[src/rtl/sd_cmd_engine.sv]
module sd_cmd_engine #(
  parameter int TMO_CYCLES = 64,
  parameter int RESP_MAXW  = 136
) (
  input  logic        clk,
  input  logic        rst_n,
  input  logic        wr_en,
  input  logic [1:0]  wr_addr,
  input  logic [31:0] wr_data,
  input  logic        rd_en,
  input  logic [1:0]  rd_addr,
  output logic [31:0] rd_data,
  output logic        cmd_out,
  output logic        cmd_oe,
  input  logic        cmd_in,
  input  logic        dat0_in,
  output logic        irq
);
  localparam int SHW   = RESP_MAXW - 1;
  localparam int NWORD = (SHW - 7) / 32;
  localparam int IW    = $clog2(NWORD);
  localparam int TW    = $clog2(TMO_CYCLES);
  localparam int CW    = 9;
  localparam logic [1:0] A_ARG = 2'd0, A_SND = 2'd1, A_STA = 2'd2, A_CTL = 2'd3;

  typedef enum logic [2:0] {S_IDLE, S_TX, S_WAIT, S_RX, S_BUSY} st_t;

  st_t             state;
  logic [31:0]     arg_q, send_q;
  logic [39:0]     txsh;
  logic [6:0]      crc;
  logic [CW-1:0]   n;
  logic [TW-1:0]   w;
  logic [SHW-1:0]  shreg;
  logic [IW-1:0]   idx;
  logic            irq_en, done, tmo, crc_ok, crc_err;

  wire [7:0] rbits   = send_q[15:8];
  wire       resp_en = send_q[16];
  wire       no_crc  = send_q[17];
  wire       from8   = send_q[18];
  wire       bchk    = send_q[19];
  wire       go      = wr_en && wr_addr == A_SND && state == S_IDLE;
  wire       sreset  = wr_en && wr_addr == A_CTL && wr_data[1];
  wire [CW-1:0] skip = from8 ? CW'(7) : '0;
  wire       in_crc  = n >= skip && (n + CW'(7)) <= {1'b0, rbits};
  wire       busy    = state != S_IDLE;

  function automatic logic [6:0] crc7_step(input logic [6:0] c, input logic b);
    logic fb;
    fb = b ^ c[6];
    return {c[5:0], 1'b0} ^ (fb ? 7'h09 : 7'h00);
  endfunction

  assign cmd_oe  = state == S_TX;
  assign cmd_out = (state != S_TX) ? 1'b1 :
                   (n < CW'(40))   ? txsh[39] :
                   (n < CW'(47))   ? crc[6] : 1'b1;
  assign irq     = done & irq_en;

  always_comb begin
    case (rd_addr)
      A_ARG:   rd_data = shreg[7 + 32*int'(idx) +: 32];
      A_SND:   rd_data = send_q;
      A_STA:   rd_data = {27'd0, done, tmo, crc_err, crc_ok, busy};
      default: rd_data = 32'(irq_en) | (32'(idx) << 8);
    endcase
  end

  always_ff @(posedge clk or negedge rst_n) begin
    if (!rst_n) begin
      state <= S_IDLE; arg_q <= '0; send_q <= '0; txsh <= '0; crc <= '0;
      n <= '0; w <= '0; shreg <= '0; idx <= '0; irq_en <= 1'b0;
      done <= 1'b0; tmo <= 1'b0; crc_ok <= 1'b0; crc_err <= 1'b0;
    end else begin
      if (wr_en && wr_addr == A_ARG) arg_q <= wr_data;
      if (wr_en && wr_addr == A_CTL) begin
        irq_en <= wr_data[0];
        idx    <= wr_data[8 +: IW];
      end else if (rd_en && rd_addr == A_ARG) begin
        idx <= idx + 1'b1;
      end
      if (wr_en && wr_addr == A_STA && wr_data[4]) done <= 1'b0;

      if (sreset) begin
        state <= S_IDLE; done <= 1'b0; tmo <= 1'b0;
        crc_ok <= 1'b0; crc_err <= 1'b0;
      end else if (go) begin
        send_q <= wr_data; txsh <= {wr_data[7:0], arg_q};
        crc <= '0; n <= '0; w <= '0; shreg <= '0;
        done <= 1'b0; tmo <= 1'b0; crc_ok <= 1'b0; crc_err <= 1'b0;
        state <= S_TX;
      end else begin
        case (state)
          S_TX: begin
            n <= n + 1'b1;
            if (n < CW'(40)) begin
              crc  <= crc7_step(crc, txsh[39]);
              txsh <= {txsh[38:0], 1'b0};
            end else if (n < CW'(47)) begin
              crc <= {crc[5:0], 1'b0};
            end else begin
              w <= '0;
              if (resp_en)   state <= S_WAIT;
              else if (bchk) state <= S_BUSY;
              else begin state <= S_IDLE; done <= 1'b1; end
            end
          end
          S_WAIT: begin
            if (!cmd_in) begin
              state <= S_RX; n <= '0; crc <= '0;
            end else if (w == TW'(TMO_CYCLES - 1)) begin
              tmo <= 1'b1; done <= 1'b1; state <= S_IDLE;
            end else begin
              w <= w + 1'b1;
            end
          end
          S_RX: begin
            if (n <= {1'b0, rbits}) begin
              shreg <= {shreg[SHW-2:0], cmd_in};
              if (in_crc) crc <= crc7_step(crc, cmd_in);
              n <= n + 1'b1;
            end else begin
              crc_ok  <= (crc == shreg[6:0]) && cmd_in;
              crc_err <= !((crc == shreg[6:0]) && cmd_in) && !no_crc;
              if (bchk) state <= S_BUSY;
              else begin state <= S_IDLE; done <= 1'b1; end
            end
          end
          S_BUSY: begin
            if (dat0_in) begin
              done <= 1'b1; state <= S_IDLE;
            end
          end
          default: state <= S_IDLE;
        endcase
      end
    end
  end


  frame_len_chk: assert property (@(posedge clk) disable iff (!rst_n)
    $fell(cmd_oe) |-> ($past(n) == CW'(47) || $past(sreset)));

  done_idle_chk: assert property (@(posedge clk) disable iff (!rst_n)
    $rose(done) |-> state == S_IDLE);

  timeout_excl_chk: assert property (@(posedge clk) disable iff (!rst_n)
    tmo |-> (!crc_ok && !crc_err));

  crc_flag_chk: assert property (@(posedge clk) disable iff (!rst_n)
    crc_err |-> (!crc_ok && !no_crc));

  abort_chk: assert property (@(posedge clk) disable iff (!rst_n)
    sreset |=> (state == S_IDLE && !done && !cmd_oe));

  send_hold_chk: assert property (@(posedge clk) disable iff (!rst_n)
    busy |=> $stable(send_q));
endmodule

[config.mk]
export PLATFORM = sky130hd
export DESIGN_NAME = sd_cmd_engine
export DESIGN_NICKNAME = d
export VERILOG_FILES = /design/src/rtl/sd_cmd_engine.sv
export SDC_FILE = /design/constraint.sdc
export NUM_CORES = 1
export LEC_CHECK = 0
export CAP_MARGIN = 10
export CORE_UTILIZATION = 49
export DETAILED_ROUTE_END_ITERATION = 7
export GPL_TIMING_DRIVEN = 1
export PLACE_DENSITY_LB_ADDON = 0.25
export SKIP_CTS_REPAIR_TIMING = 1
export SYNTH_ARGS = -nofsm -noshare
export SYNTH_HDL_FRONTEND = slang
export SYNTH_SLANG_ARGS = --single-unit
[constraint.sdc]
create_clock -name clk -period 3.4 [get_ports clk]
set_clock_uncertainty 0.2 [all_clocks]
set_input_delay 0.68 -clock clk [delete_from_list [all_inputs] [get_ports clk]]
set_output_delay 0.68 -clock clk [all_outputs]
set_load 0.02 [all_outputs]
==> flow_summary_export.csv <==
group,metric,value,unit
finish,drive_above_1_share,0.156,
sta,min_period,3.31,ns
place,place.gp.congestion,0.859,
sta,hold_violations,0,
power,p_leak,0.00735,uW
setup_path,crit_fanout,12,
synthesis,synth-main-ff-cell,"dfrtp_1",
finish,nets,1244,
setup_path,cp-endpoint,"rd_data[2]",
finish,n_antenna_cell,0,
power,p_clk_frac,0.302,
clock_network,insertion_delay,0.54,ns
route,via_count,8923,
synthesis,yosysSeqAreaShare,0.534,
synthesis,synth_nets,1189,
sta,hold_ws,0.281,ns
place,dp_hpwl,19.8,mm
setup_path,required,2.52,ns
sta,report.final.setup_viol,0,
power,p_sw,3660,uW
setup_path,cp-startpoint,"idx[0]",
synthesis,async_flop_share,1.00,
setup_path,path_class,"reg2out",
setup_path,endpoint_kind,"output pin",
route,finalWirelength,30.3,mm
min_path,min-delay-path-class,"reg2reg",
sta,fin_ws,0.0899,ns
power,combinationalPowerShare,0.302,
clock_network,htreeDepth,1,
place,port_buffers,76,
setup_path,r2r_cells,13,
power,power_frac_seq,0.396,
route,via_per_inst,5.82,
power,irDropWorstVdd,0.462,mV
global_route,grt_util_all_layers,0.231,
sta,tns,0,ns
clock_network,cts.reportedPaths.clkPinSlew,0.06,ns
global_route,grt_max_degree,81,
synthesis,syn_area,12700,um^2
synthesis,synth_edf_count,0,
sta,final-max-slew-violation-count,0,
clock_network,cts_tree,"yes",
synthesis,syn_area_per_cell,11.3,um^2
route,first_pass_iters,6,
synthesis,synth-seq-cells,271,
finish,syn_to_final_growth,18.6,%
clock_network,clock-root-buffer,"clkbuf_16",
setup_path,r2r-end,"crc[0]",
sta,max_slew_margin,0.583,
die,start_util,0.502,
route,ant_nets,0,
clock_network,clock-sinks,271,
setup_path,rrSetupSlack,0.14,ns
die,coreArea,25300,um^2
setup_path,cp-start-kind,"flip-flop",
die,row_count,58,
die,dieArea,26600,um^2
power,swShare,0.335,
place,dpl.cell_count,1476,
route,wl_per_cell,19.8,um
flow_run,drv_cap,0,
route,drc,0,
synthesis,yosysWarnings,0,
run_status,status,"complete, no violations",
die,boundaryPins,77,
die,die_w,163,um
sta,fmax,0.302,GHz
clock_network,cts_buffers,29,
sta,worstMarginPinSlew,0.626,ns
synthesis,postSynthCellCount,1125,
synthesis,netlist-cell-type-count,65,
power,powerDensity,724,nW/um^2
global_route,antenna_found_initial,0,
finish,fillCellCount,2033,
clock_network,cts.path.max_buffers,3,
sta,rsz0062_at_grt,"false",
route,drtIter0Drc,794,
place,pre_cts_slack,-0.0403,ns
setup_path,arrival,2.43,ns
power,p_int,7260,uW
global_route,grt_pass1_wl,48.3,mm
finish,instances_no_fill,1532,
global_route,grt_pass1_vias,8812,
setup_path,timing.rr.start,"n[0]",
global_route,grt_overflow_total,0,
sta,min_period_over_period,0.974,
die,die_h,163,um
==> layout make-up <==
class / count / area, um^2 / share of cell area
Clock buffer: 41 / 841 / 0.0558
Clock inverter: 12 / 170 / 0.0113
Inverter: 16 / 60.1 / 0.00398
Multi-Input combinational cell: 748 / 5520 / 0.366
Sequential cell: 271 / 6780 / 0.450
Tap cell: 330 / 413 / 0.0274
Timing Repair Buffer: 114 / 1290 / 0.0854
==> per-stage QoR <==
stage | util | total power, uW | cell area, um^2
after floorplan | - | 6500 | 12700
after global placement | 0.548 | 7500 | 13900
after detailed placement | 0.548 | 7580 | 13900
after CTS | 0.588 | 10900 | 14900
after global routing | 0.595 | 11500 | 15100
final | 0.595 | 10900 | 15100
==> synthesized netlist by cell type, types with 3 or more instances <==
| cell | n | area [um^2] |
|---|---|---|
| buf_4 | 9 | 67.6 |
| o31ai_1 | 5 | 37.5 |
| dfrtp_1 | 271 | 6780 |
| nor3_1 | 8 | 40.0 |
| ha_1 | 22 | 275 |
| a22o_1 | 135 | 1180 |
| nand2_1 | 181 | 679 |
| xnor2_1 | 11 | 96.3 |
| xor2_1 | 8 | 70.1 |
| nand4_1 | 5 | 31.3 |
| nor2b_1 | 8 | 50.1 |
| mux2_2 | 40 | 450 |
| a21oi_1 | 13 | 65.1 |
| nand4b_1 | 5 | 43.8 |
| o21ai_0 | 33 | 165 |
| nor2_1 | 84 | 315 |
| buf_1 | 9 | 33.8 |
| mux2i_1 | 33 | 330 |
| or3_1 | 6 | 37.5 |
| mux4_2 | 33 | 743 |
| buf_2 | 27 | 135 |
| and3_1 | 9 | 56.3 |
| nand3_1 | 14 | 70.1 |
| or4_1 | 3 | 22.5 |
| a31oi_1 | 41 | 257 |
| buf_6 | 4 | 45.0 |
| inv_1 | 15 | 56.3 |
| nor4_1 | 3 | 18.8 |
| clkbuf_1 | 41 | 154 |
| nand2b_1 | 9 | 56.3 |
==> cells in the final DEF (no fill, tap or decap), types with 3 or more instances in the layout <==
master	instances
dfrtp_1	270
nand2_1	181
a22o_1	135
nor2_1	84
clkdlybuf4s50_1	42
a31oi_1	41
mux2_2	40
mux4_2	33
o21ai_0	32
dlymetal6s2s_1	32
clkbuf_16	30
mux2i_1	27
buf_4	24
ha_1	22
inv_1	15
nand3_1	13
a21oi_1	13
xnor2_1	11
buf_12	11
nand2b_1	9
xor2_1	8
and3_1	8
nor3_1	7
clkbuf_8	7
nor2b_1	6
or3_1	6
mux2i_2	5
nand4_1	5
nand4b_1	5
o31ai_1	5
clkbuf_1	5
clkinv_2	5
bufinv_16	4
nor4_1	3
or4_1	3
==> state kept, by name (all words and copies together) (netlist names) <==
| name | count |
|---|---|
| n | 9 |
| state | 3 |
| crc_ok | 1 |
| send_q | 32 |
| shreg | 135 |
| arg_q | 32 |
| crc_err | 1 |
| crc | 7 |
| tmo | 1 |
| idx | 2 |
| irq_en | 1 |
| txsh | 40 |
| w | 6 |
| done | 1 |
==> worst min-delay path by stage <==
stage                     cells past startpoint  slack [ns]       start          to
after floorplan                               0        0.18       rst_n    arg_q[0]
after global placement                        2        0.27   send_q[3]   send_q[3]
after detailed placement                      2        0.27  send_q[29]  send_q[29]
after CTS                                     1       -0.06       rst_n  send_q[11]
after global routing                          2        0.32  send_q[29]  send_q[29]
final                                         2        0.28  send_q[29]  send_q[29]
==> cells by family (layout without fill, tap and decap cells) <==
group	count (synthesis)	after routing	share of synthesized area
mux	106	106	0.120
fa+ha+maj	22	22	0.0217
buf+inv	106	183	0.0390
xor+xnor	19	19	0.0131
flops	271	271	0.534
simple gates	348	348	0.120
compound gates	253	253	0.153
==> power groups by stage <==
stage	registers (uW)	clock network, uW	logic [uW]
after floorplan	4120	0	2380
after global placement	4330	0	3170
after detailed placement	4340	0	3240
after CTS	4290	3360	3260
after global routing	4380	3480	3650
final	4320	3300	3300
==> critical path: stages, from the launching register on <==
cell	delay [ns]
dfrtp_2	0.45
buf_4	0.15
buf_12	0.15
mux4_2	0.53
mux2i_2	0.27
o21ai_0	0.11
dlymetal6s2s_1	0.21
==> metal layers <==
| layer | vias up | track usage | wire [um] |
|---|---|---|---|
| li1 | 4175 | - | - |
| met1 | 4538 | 0.350 | 14600 |
| met2 | 172 | 0.351 | 13900 |
| met3 | 38 | 0.0302 | 1300 |
| met4 | 0 | 0.0620 | 524 |
| met5 | - | 0 | 0 |
Power figures use the tool's default switching activity.
